$ cat src/rtl/fsh_pkg.sv
package fsh_pkg;
   typedef enum logic [1:0] {
      KIND_LOGIC  = 2'b00,
      KIND_ARITH  = 2'b01,
      KIND_ROTATE = 2'b10,
      KIND_RSVD   = 2'b11
   } shift_kind_e;

   function automatic bit is_pow2(input int unsigned v);
      return (v >= 2) && ((v & (v - 1)) == 0);
   endfunction
endpackage

$ cat src/rtl/fsh_concat_build.sv
module fsh_concat_build
   import fsh_pkg::*;
#(
   parameter int WIDTH = 8,
   localparam int CAT_W = 2 * WIDTH - 1
) (
   input  logic [WIDTH-1:0] a_i,
   input  logic             left_i,
   input  logic [1:0]       kind_i,
   output logic [CAT_W-1:0] cat_o
);
   logic [WIDTH-2:0] hi_fill;
   logic [WIDTH-2:0] lo_fill;

   // Fill placed above the operand for right moves.
   always_comb begin
      unique case (shift_kind_e'(kind_i))
         KIND_ARITH:  hi_fill = {(WIDTH-1){a_i[WIDTH-1]}};
         KIND_ROTATE: hi_fill = a_i[WIDTH-2:0];
         default:     hi_fill = '0;
      endcase
   end

   // Fill placed below the operand for left moves.
   always_comb begin
      if (shift_kind_e'(kind_i) == KIND_ROTATE) lo_fill = a_i[WIDTH-1:1];
      else                                      lo_fill = '0;
   end

   always_comb begin
      if (left_i) cat_o = {a_i, lo_fill};
      else        cat_o = {hi_fill, a_i};
   end

   // Right moves keep the operand in the low field.
   always_comb begin
      if (!left_i) a_r2_operand_low: assert (cat_o[WIDTH-1:0] == a_i)
         else $error("right move lost operand in low field");
      if (left_i)  a_r4_operand_high: assert (cat_o[CAT_W-1:WIDTH-1] == a_i)
         else $error("left move lost operand in high field");
   end
endmodule

$ cat src/rtl/fsh_offset_ctrl.sv
module fsh_offset_ctrl #(
   parameter int WIDTH = 8,
   localparam int AMT_W = $clog2(WIDTH)
) (
   input  logic [AMT_W-1:0] amt_i,
   input  logic             left_i,
   output logic [AMT_W-1:0] off_o
);
   // Window base: amount for right, (WIDTH-1-amount) for left, which
   // is the bitwise complement since WIDTH is a power of two.
   always_comb off_o = left_i ? ~amt_i : amt_i;

   always_comb begin
      a_r9_offset_sum: assert (!left_i || (int'(off_o) + int'(amt_i) == WIDTH - 1))
         else $error("left offset does not equal WIDTH-1-amount");
   end
endmodule

$ cat src/rtl/fsh_mux_stage.sv
module fsh_mux_stage #(
   parameter int IN_W = 15,
   parameter int STEP = 4,
   localparam int OUT_W = IN_W - STEP
) (
   input  logic [IN_W-1:0]  in_i,
   input  logic             sel_i,
   output logic [OUT_W-1:0] out_o
);
   if (STEP < 1 || OUT_W < 1) begin : g_bad
      $error("fsh_mux_stage: illegal STEP/IN_W");
   end

   always_comb begin
      for (int j = 0; j < OUT_W; j++) begin
         out_o[j] = sel_i ? in_i[j + STEP] : in_i[j];
      end
   end
endmodule

$ cat src/rtl/funnel_shifter.sv
module funnel_shifter
   import fsh_pkg::*;
#(
   parameter int WIDTH = 8,
   localparam int AMT_W = $clog2(WIDTH)
) (
   input  logic [WIDTH-1:0] a_i,
   input  logic [AMT_W-1:0] amt_i,
   input  logic             left_i,
   input  logic [1:0]       kind_i,
   output logic [WIDTH-1:0] y_o
);
   localparam int CAT_W = 2 * WIDTH - 1;

   if (!is_pow2(WIDTH)) begin : g_width_chk
      $error("funnel_shifter: WIDTH must be a power of two >= 2");
   end

   logic [CAT_W-1:0] cat;
   logic [AMT_W-1:0] off;

   fsh_concat_build #(.WIDTH(WIDTH)) u_cat (
      .a_i    (a_i),
      .left_i (left_i),
      .kind_i (kind_i),
      .cat_o  (cat)
   );

   fsh_offset_ctrl #(.WIDTH(WIDTH)) u_off (
      .amt_i  (amt_i),
      .left_i (left_i),
      .off_o  (off)
   );

   // Stage b moves the window by 2**b; widest stage first.
   for (genvar b = AMT_W - 1; b >= 0; b--) begin : g_st
      localparam int IN_W  = WIDTH - 1 + (2 << b);
      localparam int OUT_W = WIDTH - 1 + (1 << b);
      logic [IN_W-1:0]  w_in;
      logic [OUT_W-1:0] w_out;
      if (b == AMT_W - 1) begin : g_first
         assign w_in = cat;
      end else begin : g_next
         assign w_in = g_st[b+1].w_out;
      end
      fsh_mux_stage #(.IN_W(IN_W), .STEP(1 << b)) u_stage (
         .in_i  (w_in),
         .sel_i (off[b]),
         .out_o (w_out)
      );
   end

   assign y_o = g_st[0].w_out;

   // Result checks against the operand and control inputs.
   logic [WIDTH-1:0] low_part;
   logic [WIDTH-1:0] high_part;
   always_comb begin
      low_part  = y_o << (WIDTH - int'(amt_i));
      high_part = y_o >> (WIDTH - int'(amt_i));
   end

   always_comb begin
      if (amt_i == '0)
         a_r7_zero_amount: assert (y_o == a_i)
            else $error("zero amount changed operand");
      if (!left_i && (kind_i == 2'b00 || kind_i == 2'b11))
         a_r1_zero_fill_top: assert (high_part == '0)
            else $error("logical right fill not zero");
      if (!left_i && kind_i == 2'b01)
         a_r2_sign_kept: assert (y_o[WIDTH-1] == a_i[WIDTH-1])
            else $error("arithmetic right lost sign");
      if (left_i && kind_i != 2'b10)
         a_r5_zero_fill_low: assert (low_part == '0)
            else $error("left shift low fill not zero");
      if (kind_i == 2'b10)
         a_r6_rotate_ones: assert ($countones(y_o) == $countones(a_i))
            else $error("rotate changed population count");
   end
endmodule

$ cat config.mk
export PLATFORM = sky130hd
export DESIGN_NAME = funnel_shifter
export DESIGN_NICKNAME = d
export VERILOG_FILES = /design/src/rtl/fsh_pkg.sv /design/src/rtl/fsh_concat_build.sv /design/src/rtl/fsh_offset_ctrl.sv /design/src/rtl/fsh_mux_stage.sv /design/src/rtl/funnel_shifter.sv
export SDC_FILE = /design/constraint.sdc
export NUM_CORES = 1
export LEC_CHECK = 0
export CAP_MARGIN = 20
export CORE_MARGIN = 5
export CORE_UTILIZATION = 35
export DETAILED_ROUTE_END_ITERATION = 10
export DONT_BUFFER_PORTS = 1
export PLACE_DENSITY = 0.57
export SYNTH_ARGS = -nofsm -noshare
export SYNTH_HDL_FRONTEND = slang
export SYNTH_SLANG_ARGS = --single-unit
$ cat constraint.sdc
create_clock -name vclk -period 6.4
set_clock_uncertainty 0.1 [all_clocks]
set_input_delay 1.28 -clock vclk [all_inputs]
set_output_delay 1.28 -clock vclk [all_outputs]
set_load 0.005 [all_outputs]
==> results of run 1 <==
==> area by class of cell <==
| class | count | area (um^2) | area share, % |
|---|---|---|---|
| Multi-Input combinational cell | 105 | 685.7 | 92.41 |
| Inverter | 6 | 22.52 | 3.035 |
| Tap cell | 27 | 33.78 | 4.553 |
==> report_power, final <==
group | internal [mW] | switching, mW | total [mW] | leakage [nW]
Clock | 0 | 0 | 0 | 0
Combinational | 0.0210 | 0.0260 | 0.0470 | 0.282
Sequential | 0 | 0 | 0 | 0
Total | 0.0210 | 0.0260 | 0.0470 | 0.282
==> placed cells by master (no fill, tap or decap), types with 2 or more instances in the layout <==
| cell | instances |
|---|---|
| a211o_1 | 2 |
| a21oi_1 | 8 |
| a221o_1 | 2 |
| a22oi_1 | 4 |
| and3_1 | 4 |
| ha_1 | 2 |
| inv_1 | 5 |
| mux2_2 | 2 |
| mux2i_1 | 8 |
| nand2_1 | 13 |
| nand2b_1 | 5 |
| nand3_1 | 9 |
| nand4_1 | 2 |
| nor2_1 | 8 |
| nor2b_1 | 4 |
| o21ai_0 | 9 |
| o21ai_1 | 4 |
==> worst paths after layout <==
kind | slack (ps) | to | from | cells after the start
max | 2320 | y_o[5] | kind_i[0] | 7
min | 2610 | y_o[7] | amt_i[1] | 2
==> logic make-up after synthesis <==
group	Yosys count
AOI/OAI and AO/OA	42
adders and majority gates	2
and+or+nand+nor	50
buffers and inverters	14
muxes	11
==> critical path, stage by stage <==
cell,delay (ps)
inv_1,20
ha_1,350
nand2b_1,220
o2bb2ai_1,240
mux2i_1,110
mux2_2,280
mux2i_1,190
==> stage by stage <==
stage	area, um^2	power, mW
3_3_place_gp	742.0	0.04660
6_report	742.0	0.04696
5_1_grt	742.0	0.05219
4_1_cts	742.0	0.04694
3_5_place_dp	742.0	0.04662
2_1_floorplan	754.5	0.04490
==> routing by layer <==
metal,GRT usage (%),up-vias
met5,0,-
met4,0.6780,0
met3,2.064,0
met2,23.27,38
met1,18.73,429
li1,-,434
==> metrics.csv, run 1 <==
metric,value,unit
grt_max_degree,28,
grt_pass1_vias,833,
die_y,56.43,um
register_area,0,um^2
synthCells,119,
synth_top_family_by_area,compound AO/OA/AOI/OAI gates,
fin_crit,4079,ps
fin_nets,129,
yosysTopAreaCell,mux2i_1,
wl_met1,990,um
drtIter0Drc,44,
synth_area_leaders,"mux2i_1, nand2_1, nand3_1, o21ai_0, a21oi_1",
finalHoldViolCount,0,
hold_slack,2606,ps
synth_xor_area_share,0,%
pre_cts_slack,2334,ps
die-area,3184,um^2
fmaxAchievable,0.2452,GHz
final.setup.tns,0,ps
wl_met2,1.077,mm
synth.distinct_cells,41,
core_area,2002,um^2
hold_class,in2out,
highest_layer,met3,
wire_per_inst,16.25,um
rsz0062_at_grt,no,
setup.worst_path.start_class,input pin,
drc,0,
maxCapViolations,0,
synth_commonest_cells,"nand2_1, nand3_1, o21ai_0",
clkbuf_count,0,
portBuffers,0,
synth_fp_nets,135,
setup_slack,2321,ps
final.period_utilization,63.73,%
slew_headroom,63.90,%
yosysWarnings,0,
wirelength,2.242,mm
finalSetupViolations,0,
synth.most_common_cell,nand2_1,
cts_resized,0,
gp_congestion,0.8621,
power.density,63.29,nW/um^2
synth_mux_area_share,15.59,%
irDropWorstVdd,0.02260,mV
cp_max_fo,5,
ant_nets,0,
antenna_found_initial,0,
grt_pass1_wl,3.788,mm
synth.yosys.seq_area_share,0,%
synth_compound_area_share,38.31,%
io_pins,22,
wl_met3,173,um
final_layout_size_suffix_gt1_share,6.306,%
gr-total-overflow,0,
antenna_cells,0,
track_usage,13.63,%
holdBufCountCts,0,
yosys.area.top_type_share,10.61,%
tightest_slew,539.5,ps
hpwl,1.746,mm
worstPathRequired,5020,ps
num_rows,16,
vias,901,
dieWidth,56.43,um
final_core_utilization,37.06,%
netlist_area,754.5,um^2
worstSetupPathType,in2out,
place_inst,138,
cts_setup_buffers,0,
p_leak,0.2821,nW
instances_no_fill,138,
initial_core_util,37.69,%
yosys.area_share.simple,33.67,%
seq_cells,0,
first_pass_iters,4,
worstPathArrival,2700,ps
synthAdderAreaFrac,3.317,%
fill_cells,222,
viasPerCell,6.529,
outcome,"finished, final reports clean",
finalMaxSlewViolations,0,
area_growth,-1.658,%
avgSynthCellArea,6.340,um^2
worst_setup_path_end_kind,output pin,
(Power assumes the default switching activity.)
==> inputs of run 2 (changes only) <==
--- a/config.mk
+++ b/config.mk
@@ -5,6 +5,7 @@
 export SDC_FILE = /design/constraint.sdc
 export NUM_CORES = 1
 export LEC_CHECK = 0
+export ABC_AREA = 1
 export CAP_MARGIN = 20
 export CORE_MARGIN = 5
 export CORE_UTILIZATION = 35
==> constraint.sdc (replaced) <==
create_clock -name vclk -period 4.1
set_clock_uncertainty 0.1 [all_clocks]
set_input_delay 0.82 -clock vclk [all_inputs]
set_output_delay 0.82 -clock vclk [all_outputs]
set_load 0.005 [all_outputs]
==> run 2 against run 1 <==
  * Critical path depth up 3
  * Worst setup slack got worse by 1000 ps
  * Non-clock buffer count is the same
  * Wire length fell by 21%
  * Global-route usage decreased by 1.2 points
  * Via count fell by 8.2%
  * Clock-buffer cell count unchanged
  * Sequential share of layout area unchanged
==> metrics.csv, run 2 <==
metric,value,unit
outcome,"finished, final reports clean",
p_leak,0.4037,nW
slew_headroom,70.82,%
holdBufCountCts,0,
layout_common_cells,"nand2_1, nand3_1, nor2_1",
worstPathArrival,1870,ps
register_area,0,um^2
final.period_utilization,68.14,%
cp_num_cells,10,
yosysTopAreaCell,nand2_1,
cp_max_fo,10,
final_layout_size_suffix_gt1_share,11.85,%
mostFrequentLayoutCell,nand2_1,
cts_resized,0,
grt_max_degree,17,
avgSynthCellArea,5.131,um^2
tightest_slew,435.5,ps
hold_class,in2out,
crit_end,y_o[7],
num_rows,16,
io_pins,22,
startpoint,kind_i[0],
cp_cell_sequence,"inv_1, ha_1, nand2_1, nand2_1, nand2_1, nand3_1, nand3_1, nand2_1, nand2_1, nand2_1",
cp_top_family,simple AND/OR/NAND/NOR gates,
track_usage,12.47,%
synth_fp_nets,155,
wirelength,1.764,mm
synth_commonest_cells,"nand2_1, nand3_1, nor2_1",
critical_path_buf_inv_count,1,
core_area,1962,um^2
finalHoldViolCount,0,
ant_nets,0,
crit_path_frequent_cell,nand2_1,
portBuffers,0,
drtIter0Drc,34,
synth.distinct_cells,19,
area_growth,-1.930,%
synthCells,139,
fmaxAchievable,0.3580,GHz
grt_pass1_vias,766,
final.setup.tns,0,ps
hpwl,1.518,mm
synth_area_leaders,"nand2_1, nand3_1, nand3_2, ha_1, buf_6",
initial_core_util,36.35,%
synth.yosys.seq_area_share,0,%
drc,0,
worstPathRequired,3180,ps
irDropWorstVdd,0.04837,mV
die_y,55.14,um
finalSetupViolations,0,
clkbuf_count,0,
maxCapViolations,0,
design_power_total,92.92,uW
antenna_cells,0,
finalMaxSlewViolations,0,
synth.most_common_cell,nand2_1,
grt_pass1_wl,2.973,mm
rsz0062_at_grt,no,
viasPerCell,5.105,
fin_crit,2794,ps
max_stage_delay,330,ps
slowest_stage,ha_1,
seq_cells,0,
cts_setup_buffers,0,
setup.worst_path.start_class,input pin,
netlist_area,713.2,um^2
vias,827,
holdPathStages,4,
wire_per_inst,10.89,um
die-area,3040,um^2
dieWidth,55.14,um
yosysWarnings,0,
worstSetupPathType,in2out,
power.density,132.9,nW/um^2
gp_congestion,0.8656,
first_pass_iters,4,
yosys.area.top_type_share,37.37,%
antenna_found_initial,0,
gr-total-overflow,0,
worst_setup_path_end_kind,output pin,
fin_nets,153,
run 2: cells by family (layout without fill, tap and decap cells):
logic type | count (synthesis) | in the layout | share of synthesized area [%]
AOI/OAI and AO/OA | 4 | 4 | 3.333
xor gates and xnor gates | 2 | 2 | 4.563
adders and majority gates | 2 | 2 | 3.508
buffers and inverters | 12 | 8 | 10.88
and+or+nand+nor | 119 | 119 | 77.72
run 2: tightest hold or removal path: stages:
cell,delay [ps]
a21oi_1,50
nand3_1,60
nand3_1,60
nand2_1,90
run 2: worst min-delay path by stage:
stage,slack (ps),start,end
global route,1860,a_i[1],y_o[1]
finish,1800,a_i[0],y_o[0]
global placement,1790,a_i[0],y_o[0]
detailed placement,1800,a_i[0],y_o[0]
floorplan,1760,a_i[0],y_o[0]
CTS,1800,a_i[0],y_o[0]
run 2: layout make-up:
cell class	instances	area, um^2
Inverter	8	30.03
Tap cell	27	33.78
Fill cell	240	1262
Multi-Input combinational cell	127	635.6
run 2: through the flow:
step           hold slack (ps)  cells  utilization (%)  area (um^2)  setup slack, ps
2_1_floorplan             1759    139                -        713.2             1431
3_3_place_gp              1794    162            35.65        699.4             1294
3_5_place_dp              1796    162            35.65        699.4             1303
4_1_cts                   1797    162            35.65        699.4             1302
5_1_grt                   1858    162            35.65        699.4             1132
6_report                  1797    162            35.65        699.4             1306
run 2: per-layer routing:
metal,share of wire [%],vias to the layer above,global-route usage [%]
met2,49,24,22.64
met1,43,356,15.74
met3,5.5,4,0.8043
met4,2.7,0,3.239
li1,-,443,-
met5,0,-,0
run 2: report_power, final:
part	internal, mW	switching (mW)
registers	0	0
logic	0.0327	0.0603
clock network	0	0
total	0.0327	0.0603
==> inputs of run 3 (changes only) <==
==> constraint.sdc (replaced) <==
create_clock -name vclk -period 2.6
set_clock_uncertainty 0.1 [all_clocks]
set_input_delay 0.52 -clock vclk [all_inputs]
set_output_delay 0.52 -clock vclk [all_outputs]
set_load 0.005 [all_outputs]
==> run 3 against run 2 <==
  * Non-clock buffer count is 1 higher
  * Sequential cell count stayed put
  * Largest power group unchanged
  * Critical endpoint is now y_o[4]
  * Power is 62% higher
  * Worst setup slack worse by 910 ps
  * Critical path depth stayed put
  * Sequential share of layout area stayed put
==> metrics.csv, run 3 (same netlist as run 2, synthesis figures left out) <==
metric,value,unit
final.period_utilization,84.63,%
antenna_found_initial,0,
layout_common_cells,"nand2_1, nand3_1, nor2_1",
worstPathArrival,1580,ps
fin_nets,154,
dieWidth,55.14,um
final.setup.tns,0,ps
gr-total-overflow,0,
ant_nets,0,
hold_class,in2out,
finalSetupViolations,0,
die-area,3040,um^2
io_pins,22,
holdBufCountCts,0,
antenna_cells,0,
cts_setup_buffers,0,
irDropWorstVdd,0.06953,mV
drtIter0Drc,21,
fill_cells,246,
seq_cells,0,
die_y,55.14,um
hpwl,1.559,mm
mostFrequentLayoutCell,nand2_1,
fin_crit,2200,ps
portBuffers,0,
num_rows,16,
design_area,706.9,um^2
clkbuf_count,0,
area_growth,-0.8772,%
gp_congestion,0.8996,
worstSetupPathType,in2out,
wire_per_inst,11.42,um
place_area,706.9,um^2
track_usage,12.80,%
worstPathRequired,1980,ps
finalMaxSlewViolations,0,
fmaxAchievable,0.4545,GHz
first_pass_iters,4,
grt_pass1_wl,2.987,mm
viasPerCell,5.067,
tightest_slew,452.3,ps
outcome,"finished, final reports clean",
maxCapViolations,0,
p_leak,0.4085,nW
cp_cell_sequence,"inv_1, ha_1, nand2_1, nand2_1, nand2_1, nand3_1, nand3_1, nand2_1, nand2_1, nand2_1",
grt_max_degree,17,
worst_setup_path_end_kind,output pin,
setup.worst_path.start_class,input pin,
hold_path.startpoint,a_i[0],
holdPathStages,4,
drc,0,
max_stage_delay,330,ps
crit_path_frequent_cell,nand2_1,
cp_max_fo,10,
hold_slack,1190,ps
wirelength,1.861,mm
final_layout_size_suffix_gt1_share,12.50,%
cts_resized,0,
register_area,0,um^2
core_area,1962,um^2
vias,826,
grt_pass1_vias,728,
rsz0062_at_grt,no,
min_to,y_o[0],
slowest_stage,ha_1,
finalHoldViolCount,0,
power.density,212.5,nW/um^2
slew_headroom,69.70,%
initial_core_util,36.35,%
[run 3: per-stage QoR]
stage               setup slack [ps]  total power, mW  util, %  instances
finish                         399.6           0.1502    36.03        163
global placement               426.1           0.1506    36.03        163
global route                   224.6           0.1729    36.03        163
detailed placement             408.1           0.1517    36.03        163
floorplan                      530.8           0.1378        -        139
CTS                            409.9           0.1521    36.03        163
[run 3: cell type report]
type                       instances  area (um^2)  share of cell area (%)
tap                               27        33.78                   4.779
timing repair buffer               1        7.507                   1.062
multi-input combinational        127        635.6                   89.91
inverter                           8        30.03                   4.248
[run 3: worst max-delay path by stage]
stage	from	end	cells past startpoint
after CTS	kind_i[0]	y_o[4]	10
final	kind_i[0]	y_o[4]	10
after global placement	kind_i[0]	y_o[4]	10
after global routing	kind_i[0]	y_o[6]	10
after detailed placement	kind_i[0]	y_o[4]	10
after floorplan	kind_i[0]	y_o[6]	9
[run 3: per-layer routing]
layer	share of wire, %	vias to the layer above	global-route usage (%)
li1	-	443	-
met1	43	359	16.24
met2	50	22	24.41
met3	6.3	2	0.8043
met4	0.43	0	0.8097
met5	0	-	0
[run 3: critical path, delay by kind of cell]
family	cells	cell delay [ps]
AND/OR/NAND/NOR	8	690
adder cells (fa/ha/maj)	1	330
buffers and inverters	1	30
[run 3: report_power, final]
part           leakage, nW  switching (mW)  total, mW  internal, mW
Clock                    0               0          0             0
Sequential               0               0          0             0
Combinational        0.408          0.0966      0.150        0.0537
Total                0.408          0.0966      0.150        0.0537
